**src/rtl/ptx_pkg.sv**
```systemverilog
package ptx_pkg;
    localparam int BYTE_W = 8;
    localparam int BUS_W  = 2 * BYTE_W;
    localparam int IDX_W  = 3;

    typedef enum logic [1:0] {
        ST_IDLE,
        ST_FETCH,
        ST_SEND,
        ST_DONE
    } ptx_state_e;

    localparam logic [2:0] WSEL_16 = 3'd0;
    localparam logic [2:0] WSEL_8  = 3'd1;
    localparam logic [2:0] WSEL_4  = 3'd2;
    localparam logic [2:0] WSEL_2  = 3'd3;
    localparam logic [2:0] WSEL_1  = 3'd4;

    function automatic logic code_ok(input logic [2:0] c);
        return c <= WSEL_1;
    endfunction

    // bits carried by one slice of a byte
    function automatic logic [3:0] slice_bits(input logic [2:0] c);
        logic [3:0] r;
        unique case (c)
            WSEL_4:  r = 4'd4;
            WSEL_2:  r = 4'd2;
            WSEL_1:  r = 4'd1;
            default: r = 4'd8;
        endcase
        return r;
    endfunction

    // number of bus words one byte produces (16-bit mode handled apart)
    function automatic logic [3:0] slices_per_byte(input logic [2:0] c);
        logic [3:0] r;
        unique case (c)
            WSEL_4:  r = 4'd2;
            WSEL_2:  r = 4'd4;
            WSEL_1:  r = 4'd8;
            default: r = 4'd1;
        endcase
        return r;
    endfunction
endpackage

```
**src/rtl/ptx_slicer.sv**
```systemverilog
module ptx_slicer
    import ptx_pkg::*;
(
    input  logic [BYTE_W-1:0] bin_i,
    input  logic [2:0]        mode_i,
    input  logic [IDX_W-1:0]  idx_i,
    input  logic              lsb_first_i,
    output logic [BUS_W-1:0]  slice_o
);
    logic [3:0]        w;
    logic [3:0]        idx4;
    logic [3:0]        prod;
    logic [3:0]        sh;
    logic [BYTE_W-1:0] mask;
    logic [BYTE_W-1:0] shifted;

    always_comb begin
        w       = slice_bits(mode_i);
        idx4    = {1'b0, idx_i};
        prod    = w * idx4;
        sh      = lsb_first_i ? prod : (4'd8 - w - prod);
        mask    = 8'hFF >> (4'd8 - w);
        shifted = bin_i >> sh;
        slice_o = {{(BUS_W-BYTE_W){1'b0}}, shifted & mask};
    end
endmodule

```
**src/rtl/ptx_ctrl.sv**
```systemverilog
module ptx_ctrl
    import ptx_pkg::*;
#(
    parameter int LEN_W = 16
) (
    input  logic              clk,
    input  logic              rst_n,
    input  logic              flush_i,
    input  logic              go_i,
    input  logic [2:0]        width_sel_i,
    input  logic [LEN_W-1:0]  len_i,
    input  logic              lsb_first_i,
    input  logic              fall_edge_i,
    input  logic              strobe_en_i,
    input  logic              gate_en_i,
    input  logic [BYTE_W-1:0] in_data_i,
    input  logic              in_valid_i,
    output logic              in_ready_o,
    output logic [BUS_W-1:0]  bus_data_o,
    output logic              bus_valid_o,
    output logic              done_o,
    output logic              clk_en_o,
    output logic              clk_inv_o
);
    ptx_state_e        state_q, state_d;
    logic [LEN_W-1:0]  left_q;
    logic [IDX_W-1:0]  idx_q;
    logic [BYTE_W-1:0] hold_q;
    logic [BYTE_W-1:0] low_q;
    logic [BUS_W-1:0]  data_q;
    logic              word_q;
    logic [2:0]        mode_q;
    logic              lsb_q;
    logic              strobe_q;
    logic              edge_q;

    logic [3:0]        nslc;
    logic              mode16;
    logic              last_slice;
    logic              start_ok;
    logic              take;
    logic [BYTE_W-1:0] slc_byte;
    logic [IDX_W-1:0]  slc_idx;
    logic [BUS_W-1:0]  slc_word;

    assign nslc       = slices_per_byte(mode_q);
    assign mode16     = (mode_q == WSEL_16);
    assign last_slice = ({1'b0, idx_q} == (nslc - 4'd1));
    assign start_ok   = go_i && code_ok(width_sel_i);
    assign take       = (state_q == ST_FETCH) && in_valid_i;
    assign slc_byte   = (state_q == ST_SEND) ? hold_q : in_data_i;
    assign slc_idx    = (state_q == ST_SEND) ? idx_q  : '0;

    ptx_slicer slicer_i (
        .bin_i       (slc_byte),
        .mode_i      (mode_q),
        .idx_i       (slc_idx),
        .lsb_first_i (lsb_q),
        .slice_o     (slc_word)
    );

    // next-state logic
    always_comb begin
        state_d = state_q;
        unique case (state_q)
            ST_IDLE: begin
                if (start_ok) begin
                    state_d = (len_i == '0) ? ST_DONE : ST_FETCH;
                end
            end
            ST_FETCH: begin
                if (in_valid_i) begin
                    if (nslc > 4'd1) begin
                        state_d = ST_SEND;
                    end else begin
                        state_d = (left_q == LEN_W'(1)) ? ST_DONE : ST_FETCH;
                    end
                end
            end
            ST_SEND: begin
                if (last_slice) begin
                    state_d = (left_q == '0) ? ST_DONE : ST_FETCH;
                end
            end
            ST_DONE: state_d = ST_IDLE;
        endcase
        if (flush_i) begin
            state_d = ST_IDLE;
        end
    end

    // state register
    always_ff @(posedge clk or negedge rst_n) begin
        if (!rst_n) begin
            state_q <= ST_IDLE;
        end else begin
            state_q <= state_d;
        end
    end

    // datapath and output registers
    always_ff @(posedge clk or negedge rst_n) begin
        if (!rst_n) begin
            left_q   <= '0;
            idx_q    <= '0;
            hold_q   <= '0;
            low_q    <= '0;
            data_q   <= '0;
            word_q   <= 1'b0;
            mode_q   <= WSEL_8;
            lsb_q    <= 1'b0;
            strobe_q <= 1'b0;
            edge_q   <= 1'b0;
        end else if (flush_i) begin
            left_q <= '0;
            idx_q  <= '0;
            hold_q <= '0;
            low_q  <= '0;
            data_q <= '0;
            word_q <= 1'b0;
        end else begin
            word_q <= 1'b0;
            unique case (state_q)
                ST_IDLE: begin
                    if (start_ok) begin
                        left_q   <= len_i;
                        idx_q    <= '0;
                        mode_q   <= width_sel_i;
                        lsb_q    <= lsb_first_i;
                        strobe_q <= strobe_en_i;
                        edge_q   <= fall_edge_i;
                    end
                end
                ST_FETCH: begin
                    if (take) begin
                        left_q <= left_q - 1'b1;
                        if (mode16) begin
                            if (idx_q == '0 && left_q != LEN_W'(1)) begin
                                low_q <= in_data_i;
                                idx_q <= 3'd1;
                            end else begin
                                data_q <= (idx_q == '0) ? {8'h00, in_data_i}
                                                        : {in_data_i, low_q};
                                word_q <= 1'b1;
                                idx_q  <= '0;
                            end
                        end else begin
                            hold_q <= in_data_i;
                            data_q <= slc_word;
                            word_q <= 1'b1;
                            idx_q  <= (nslc > 4'd1) ? 3'd1 : 3'd0;
                        end
                    end
                end
                ST_SEND: begin
                    data_q <= slc_word;
                    word_q <= 1'b1;
                    idx_q  <= last_slice ? 3'd0 : idx_q + 3'd1;
                end
                ST_DONE: begin
                    idx_q <= '0;
                end
            endcase
        end
    end

    assign in_ready_o  = (state_q == ST_FETCH);
    assign bus_data_o  = data_q;
    assign bus_valid_o = word_q & strobe_q;
    assign done_o      = (state_q == ST_DONE);
    assign clk_en_o    = ~gate_en_i | word_q;
    assign clk_inv_o   = edge_q;


    stall_hold_chk: assert property (@(posedge clk) disable iff (!rst_n)
        (state_q == ST_FETCH && !in_valid_i && !flush_i) |=> (!word_q && $stable(data_q)));


    done_once_chk: assert property (@(posedge clk) disable iff (!rst_n)
        (state_q == ST_DONE) |=> (state_q == ST_IDLE));


    busy_go_chk: assert property (@(posedge clk) disable iff (!rst_n)
        (state_q != ST_IDLE && go_i && !flush_i) |=>
            ($stable(mode_q) && $stable(lsb_q) && $stable(edge_q) && $stable(strobe_q)));


    fetch_left_chk: assert property (@(posedge clk) disable iff (!rst_n)
        (state_q == ST_FETCH) |-> (left_q != '0));


    send_idx_chk: assert property (@(posedge clk) disable iff (!rst_n)
        (state_q == ST_SEND) |-> ({1'b0, idx_q} < nslc));
endmodule

```
**src/rtl/ptx_unpack.sv**
```systemverilog
module ptx_unpack
    import ptx_pkg::*;
#(
    parameter int LEN_W = 16
) (
    input  logic              clk,
    input  logic              rst_n,
    input  logic              flush,
    input  logic              go,
    input  logic [2:0]        cfg_width_sel,
    input  logic [LEN_W-1:0]  cfg_len,
    input  logic              cfg_lsb_first,
    input  logic              cfg_fall_edge,
    input  logic              cfg_strobe_en,
    input  logic              cfg_gate_en,
    input  logic [7:0]        in_data,
    input  logic              in_valid,
    output logic              in_ready,
    output logic [15:0]       bus_data,
    output logic              bus_valid,
    output logic              done,
    output logic              out_clk_en,
    output logic              out_clk_inv
);
    ptx_ctrl #(.LEN_W(LEN_W)) ctrl_i (
        .clk         (clk),
        .rst_n       (rst_n),
        .flush_i     (flush),
        .go_i        (go),
        .width_sel_i (cfg_width_sel),
        .len_i       (cfg_len),
        .lsb_first_i (cfg_lsb_first),
        .fall_edge_i (cfg_fall_edge),
        .strobe_en_i (cfg_strobe_en),
        .gate_en_i   (cfg_gate_en),
        .in_data_i   (in_data),
        .in_valid_i  (in_valid),
        .in_ready_o  (in_ready),
        .bus_data_o  (bus_data),
        .bus_valid_o (bus_valid),
        .done_o      (done),
        .clk_en_o    (out_clk_en),
        .clk_inv_o   (out_clk_inv)
    );
endmodule

```
**config.mk**
```make
export PLATFORM = sky130hd
export DESIGN_NAME = ptx_unpack
export DESIGN_NICKNAME = d
export VERILOG_FILES = /design/src/rtl/ptx_pkg.sv /design/src/rtl/ptx_slicer.sv /design/src/rtl/ptx_ctrl.sv /design/src/rtl/ptx_unpack.sv
export SDC_FILE = /design/constraint.sdc
export NUM_CORES = 1
export LEC_CHECK = 0
export BUFFER_PORTS_ARGS = -buffer_cell sky130_fd_sc_hd__buf_2
export CAP_MARGIN = 20
export CORE_MARGIN = 2
export CORE_UTILIZATION = 57
export CTS_BUF_LIST = sky130_fd_sc_hd__clkbuf_8
export DETAILED_ROUTE_END_ITERATION = 7
export GPL_TIMING_DRIVEN = 0
export HOLD_SLACK_MARGIN = 0.02
export PLACE_DENSITY = 0.82
export RECOVER_POWER = 50
export SLEW_MARGIN = 20
export SYNTH_ARGS = -nofsm -noshare
export SYNTH_HDL_FRONTEND = slang
export SYNTH_SLANG_ARGS = --single-unit
```
**constraint.sdc**
```tcl
create_clock -name clk -period 5.1 [get_ports clk]
set_input_delay 0.255 -clock clk [delete_from_list [all_inputs] [get_ports clk]]
set_output_delay 0.255 -clock clk [all_outputs]
set_load 0.03 [all_outputs]
```
# Yosys cells after proc, flatten, opt, wreduce, memory -nomap -nowiden
# Cells that the tools add are included.
# Widths: inputs -> output; s select.
# word_totals
in_bits	36
word_cells	108
out_inout_bits	21
regBits	60
# op_classes
n_lt_le_gt_ge	2
bitwise_logic	5
n_reduce_logical	21
muxes	46
n_mul	1
shift	2
add_sub_neg	5
eq_ne	15
# op_table
operator	n
$mux 16	8
$mux 8	10
$pmux 16 s2	2
$logic_not 16->1	2
$pmux 4 s3	2
$mux 3	6
$eq 16x1->1 const B	1
$mux 2	8
$ne 16x1->1 const B	1
$sub 16x1->16 const B	1
$reduce_and 3->1	5
$pmux 3 s4	1
$ne 3x2->1 const B	3
$and 8x8->8	1
$pmux 2 s4	1
$reduce_bool 2->1	4
$shr 8x4->8	1
$shr 8x4->8 const A	1
$eq 3x2->1 const B	2
$logic_not 3->1	2
$mux 1	6
$reduce_bool 3->1	2
$eq 2x2->1 const B	2
$eq 3x4->1	1
other kinds (21)	24

# Logic depth before layout (Yosys ltp)
# logic_depth
depth_word	11
ltp_mapped	18
ltp_nobuf	16

# Hierarchy
# From an unflattened synthesis, not the netlist that was laid out.
# hier_totals
cells_unflattened	498
area_unflattened_um2	4423.0
# modules_own_cells
mod	area_each_um2	seq_area_each_um2	cells_per_inst	instances
ptx_ctrl	3602.2	1502.7	395	1
ptx_slicer	820.8	0.0	103	1

# Least setup slack after synthesis
# No wires, ideal clock.
# synth_path
path_kind	register to register
from	register ctrl_i.state_q[0]
to	register ctrl_i.data_q[1], in the netlist ctrl_i.bus_data_o[1]
synth_period_minus_slack_ps	3924
t_arrival_ps	3825
stages_incl_launch_ff	19
setup_ps	99
path_slack_ps	1176
path_cell_list	dfrtp_1 > inv_1 > ha_1 > buf_2 > buf_2 > inv_1 > nor3b_1 > nand3_1 > fa_1 > inv_1 > ha_1 > inv_1 > ha_1 > o21ai_0 > nand2_1 > xnor2_1 > xnor2_1 > o2111ai_1 > a311oi_1
# synth_via
elab_chain_cells	11
word_cells_on_any_way	18
# synth_rtl
item	line_no	source
from (decl)	ptx_ctrl.sv:25	ptx_state_e state_q, state_d;
from (signal assigned)	ptx_ctrl.sv:97	state_q <= state_d;
$eq 2x2->1	ptx_ctrl.sv:51, ptx_ctrl.sv:52, ptx_ctrl.sv:123	
$mux 3	ptx_ctrl.sv:52	assign slc_idx = (state_q == ST_SEND) ? idx_q : '0;
$mul 4x3->4	ptx_slicer.sv:20	prod = w * idx4;
$sub 4x4->4	ptx_slicer.sv:21	sh = lsb_first_i ? prod : (4'd8 - w - prod);
$mux 4	ptx_slicer.sv:21	
$shr 8x4->8	ptx_slicer.sv:23	shifted = bin_i >> sh;
$and 8x8->8	ptx_slicer.sv:24	slice_o = {{(BUS_W-BYTE_W){1'b0}}, shifted & mask};
$mux 16	ptx_ctrl.sv:137	if (mode16) begin
$mux 16	ptx_ctrl.sv:135	if (take) begin
$pmux 16 s2	ptx_ctrl.sv:123	unique case (state_q)
$mux 16	ptx_ctrl.sv:114	end else if (flush_i) begin
to (signal assigned)	ptx_ctrl.sv:142	data_q <= (idx_q == '0) ? {8'h00, in_data_i}
to (signal assigned)	ptx_ctrl.sv:149	data_q <= slc_word;
to (signal assigned)	ptx_ctrl.sv:156	data_q <= slc_word;
to (decl)	ptx_ctrl.sv:30	logic [BUS_W-1:0] data_q;
# Parallel ways exist; a longest one is shown, timed or not. The select of a mux whose other input is x is not followed.
# A chain may end at the register's enable or synchronous reset.

# Worst setup path after layout
# layout_path
from	register ctrl_i.state_q[0]
to	register ctrl_i.data_q[7], in the netlist ctrl_i.bus_data_o[7]
# The elaborated chain is that of the path after synthesis.

==> results.ini <==
[status]
status=complete, but fails checks
violations=max-capacitance violations, max-slew violations

[grt]
grt.overflow.total=0
grt_pass1_wl_mm=16.46
antenna_found_initial=0
grt_pass1_vias=3446
grt_max_degree=61
grt.total_usage_pct=27.84

[placed_design]
dp.cells=583
place_area_um2=4338
dpl.hpwl_mm=7.350
port_buffers=56
gp_congestion=0.9557

[clock_network]
htree_num_levels=3
clockRootBuffer=clkbuf_8
clock_sinks=60
clkTransAtPathRegs_ps=70
cts_buffer_depth=2
numCtsBuffers=9
clk-insertion-delay-late_ps=360
cts_tree=built

[pwr]
p_sw_mw=1.341
p_per_area_nw_per_um2=610.4
power.leakage_nw=2.017
p_int_mw=1.415
seqPwrFrac_pct=26.1
combPwrFrac_pct=59.5
power_frac_clock_pct=14.4
vdd_drop_max_v=0.0002360
totalPowerFinal_mw=2.756
swShare_pct=48.65

[detailed_routing]
ant_nets=0
vias=3636
wl_per_cell_um=16.82
wirelength_mm=10.09
dr.pass1.iters=5
drc_errors=0
drtIter0Drc=256
viasPerCell=6.060

[yosys]
synth-edff-count=0
synthFlopType=dfrtp_1
syn_avg_cell_area_um2=8.848
synth_top_cell_by_area=dfrtp_1
yosys_warnings=0
synth_cell_type_count=60
syn-instance-count=447
synth.top_cell.area_share_pct=37.33
synthArstFlopShare_pct=100.0
ys_ff_latch=60
ys_seq_area_share_pct=37.99
syn-cell-area_um2=3955
yosys-top-cells-area=dfrtp_1, mux2i_1, o21ai_0
synthesis.nets=498

[die]
die_x_um=87.30
fp-row-count=30
die_y_um=87.30
die_area_um2=7621
core_area_um2=6756
start_util_pct=58.54
io_pins=57

[worst_hold_path]
min_path_type=in2reg
hold_path_end=ctrl_i.strobe_q
worstHoldStart=cfg_strobe_en
holdPathStages=2

[critical_path]
worstPathArrival_ps=4810
r2r_start=ctrl_i.state_q[0]
critPathKind=reg2reg
reg2reg_setup_slack_ps=550
end_kind=register
critPathRequiredTime_ps=5350
start_kind=register
critical_path_peak_fanout=10
reg2reg_depth=17
rr_endpoint=ctrl_i.bus_data_o[7]

[timing]
drv_slew=61
fin_setup_tns_ps=0
rsz0062_at_grt=no
max_freq_ghz=0.2196
skew_ps=10.51
period_share_pct=89.30
period_minus_slack_ps=4554
max_slew_margin_pct=-120.5
hold_viol=0
tightest_slew_ps=3307
finalSetupViolCount=0

[final_layout]
n_antenna_cell=0
layout.cells.non_filler=600
syn_to_final_growth_pct=14.17
drive_gt1_share_pct=19.04
design_area_um2=4516
nFillCells=583
nets=566

[run]
maxCapViolCount=1

==> metrics by stage <==
step                      hold WS (ps)  utilization, %  worst slack (ps)
final                            132.2           66.83             545.7
after global routing             135.9           66.83             62.36
after floorplan                 -40.59               -              1176
after global placement           465.8           64.17             493.2
after detailed placement         383.2           64.20             381.3
after CTS                        122.3           66.96             358.4
==> logic make-up (layout without fill, tap and decap cells) <==
logic type | after synthesis | in the layout | synth area share, %
XOR/XNOR | 5 | 5 | 1.107
adder cells (fa/ha/maj) | 15 | 15 | 5.125
buffers and inverters | 39 | 112 | 4.619
AND/OR/NAND/NOR | 158 | 158 | 19.90
AO/OA/AOI/OAI | 124 | 124 | 19.08
multiplexers | 45 | 45 | 12.08
other | 1 | 1 | 0.09482
flip-flops | 60 | 60 | 37.99
==> routing by layer <==
layer | wire length (µm) | share of wire, % | GRT usage [%] | vias up
met5 | 0 | 0 | 0 | -
met4 | 200 | 2.0 | 11.33 | 0
met3 | 507 | 5.0 | 4.645 | 16
met2 | 4706 | 47 | 43.46 | 105
met1 | 4676 | 46 | 38.47 | 1761
li1 | - | - | - | 1754
==> how the worst max path moves through the flow <==
stage	end	startpoint
CTS	ctrl_i.bus_data_o[7]	ctrl_i.state_q[0]
floorplan	ctrl_i.bus_data_o[1]	ctrl_i.state_q[0]
global placement	ctrl_i.bus_data_o[1]	ctrl_i.state_q[0]
detailed placement	ctrl_i.bus_data_o[7]	ctrl_i.state_q[0]
global route	ctrl_i.bus_data_o[5]	ctrl_i.state_q[0]
finish	ctrl_i.bus_data_o[7]	ctrl_i.state_q[0]
==> worst max-delay path: stages, from the launching register on <==
cell and delay, ps:
dfrtp_1 410, inv_1 140, ha_1 170, buf_2 270, buf_2 310, inv_1 190
nor3b_1 340, nand3_1 170, fa_1 530, inv_1 40, ha_1 280, inv_1 40
ha_1 310, xnor2_1 180, o21ai_0 190, nor3_1 380, nand4b_1 190, a311oi_1 300
==> power by group through the flow <==
stage	logic [mW]	registers, mW	clock network (mW)
after floorplan	1.18	0.775	0
after global placement	1.59	0.720	0
after detailed placement	1.62	0.725	0
after CTS	1.63	0.718	0.400
after global routing	1.81	0.738	0.421
final	1.64	0.720	0.396
==> timing repair <==
action / CTS / global route
buffers inserted: 0 / 0
hold buffers: 1 / 0
endpoints found under the hold margin: 58 / 0
resized for setup: 0 / 1
endpoints found under the setup margin: 0 / 7
==> cell usage in the layout, fill, tap and decap left out, drive strengths merged, types with 3 or more instances in the layout <==
cell and count:
nor3b 3, o21ai 47, nand4 4, and3 17, a31oi 7, dfrtp 59, or2 5, and2 3
a211oi 7, xnor2 4, clkinv 6, a21o 3, o31ai 4, o21a 3, mux2i 33, nor2b 8
ha 13, nor3 7, nor2 45, buf 58, nor4 7, nand2b 3, clkbuf 31, a21oi 34
nand3 4, nand2 48, mux2 12, inv 15
==> synthesized netlist by cell type (8+ instances only) <==
library cell	n
a21oi_1	34
and3_1	17
buf_2	8
clkbuf_1	11
dfrtp_1	59
ha_1	13
inv_1	14
mux2_2	12
mux2i_1	32
nand2_1	48
nor2_1	45
nor2b_1	8
o21ai_0	45
==> flip-flops by register name, summed over array words and instances (netlist names) <==
name	flops
ctrl_i.idx_q	3
ctrl_i.bus_data_o	16
ctrl_i.lsb_q	1
ctrl_i.mode_q	3
ctrl_i.state_q	2
ctrl_i.low_q	8
ctrl_i.word_q	1
ctrl_i.strobe_q	1
ctrl_i.clk_inv_o	1
ctrl_i.left_q	16
ctrl_i.hold_q	8
==> final cells by class <==
class | instances | area, µm² | area share [%]
multi-input combinational | 348 | 2277 | 50.43
clock buffer | 9 | 123.9 | 2.743
inverter | 15 | 56.30 | 1.247
timing repair buffer | 57 | 276.5 | 6.124
tap | 80 | 100.1 | 2.217
sequential | 60 | 1503 | 33.28
buffer | 24 | 126.4 | 2.799
clock inverter | 7 | 52.55 | 1.164
(Power assumes the default switching activity.)
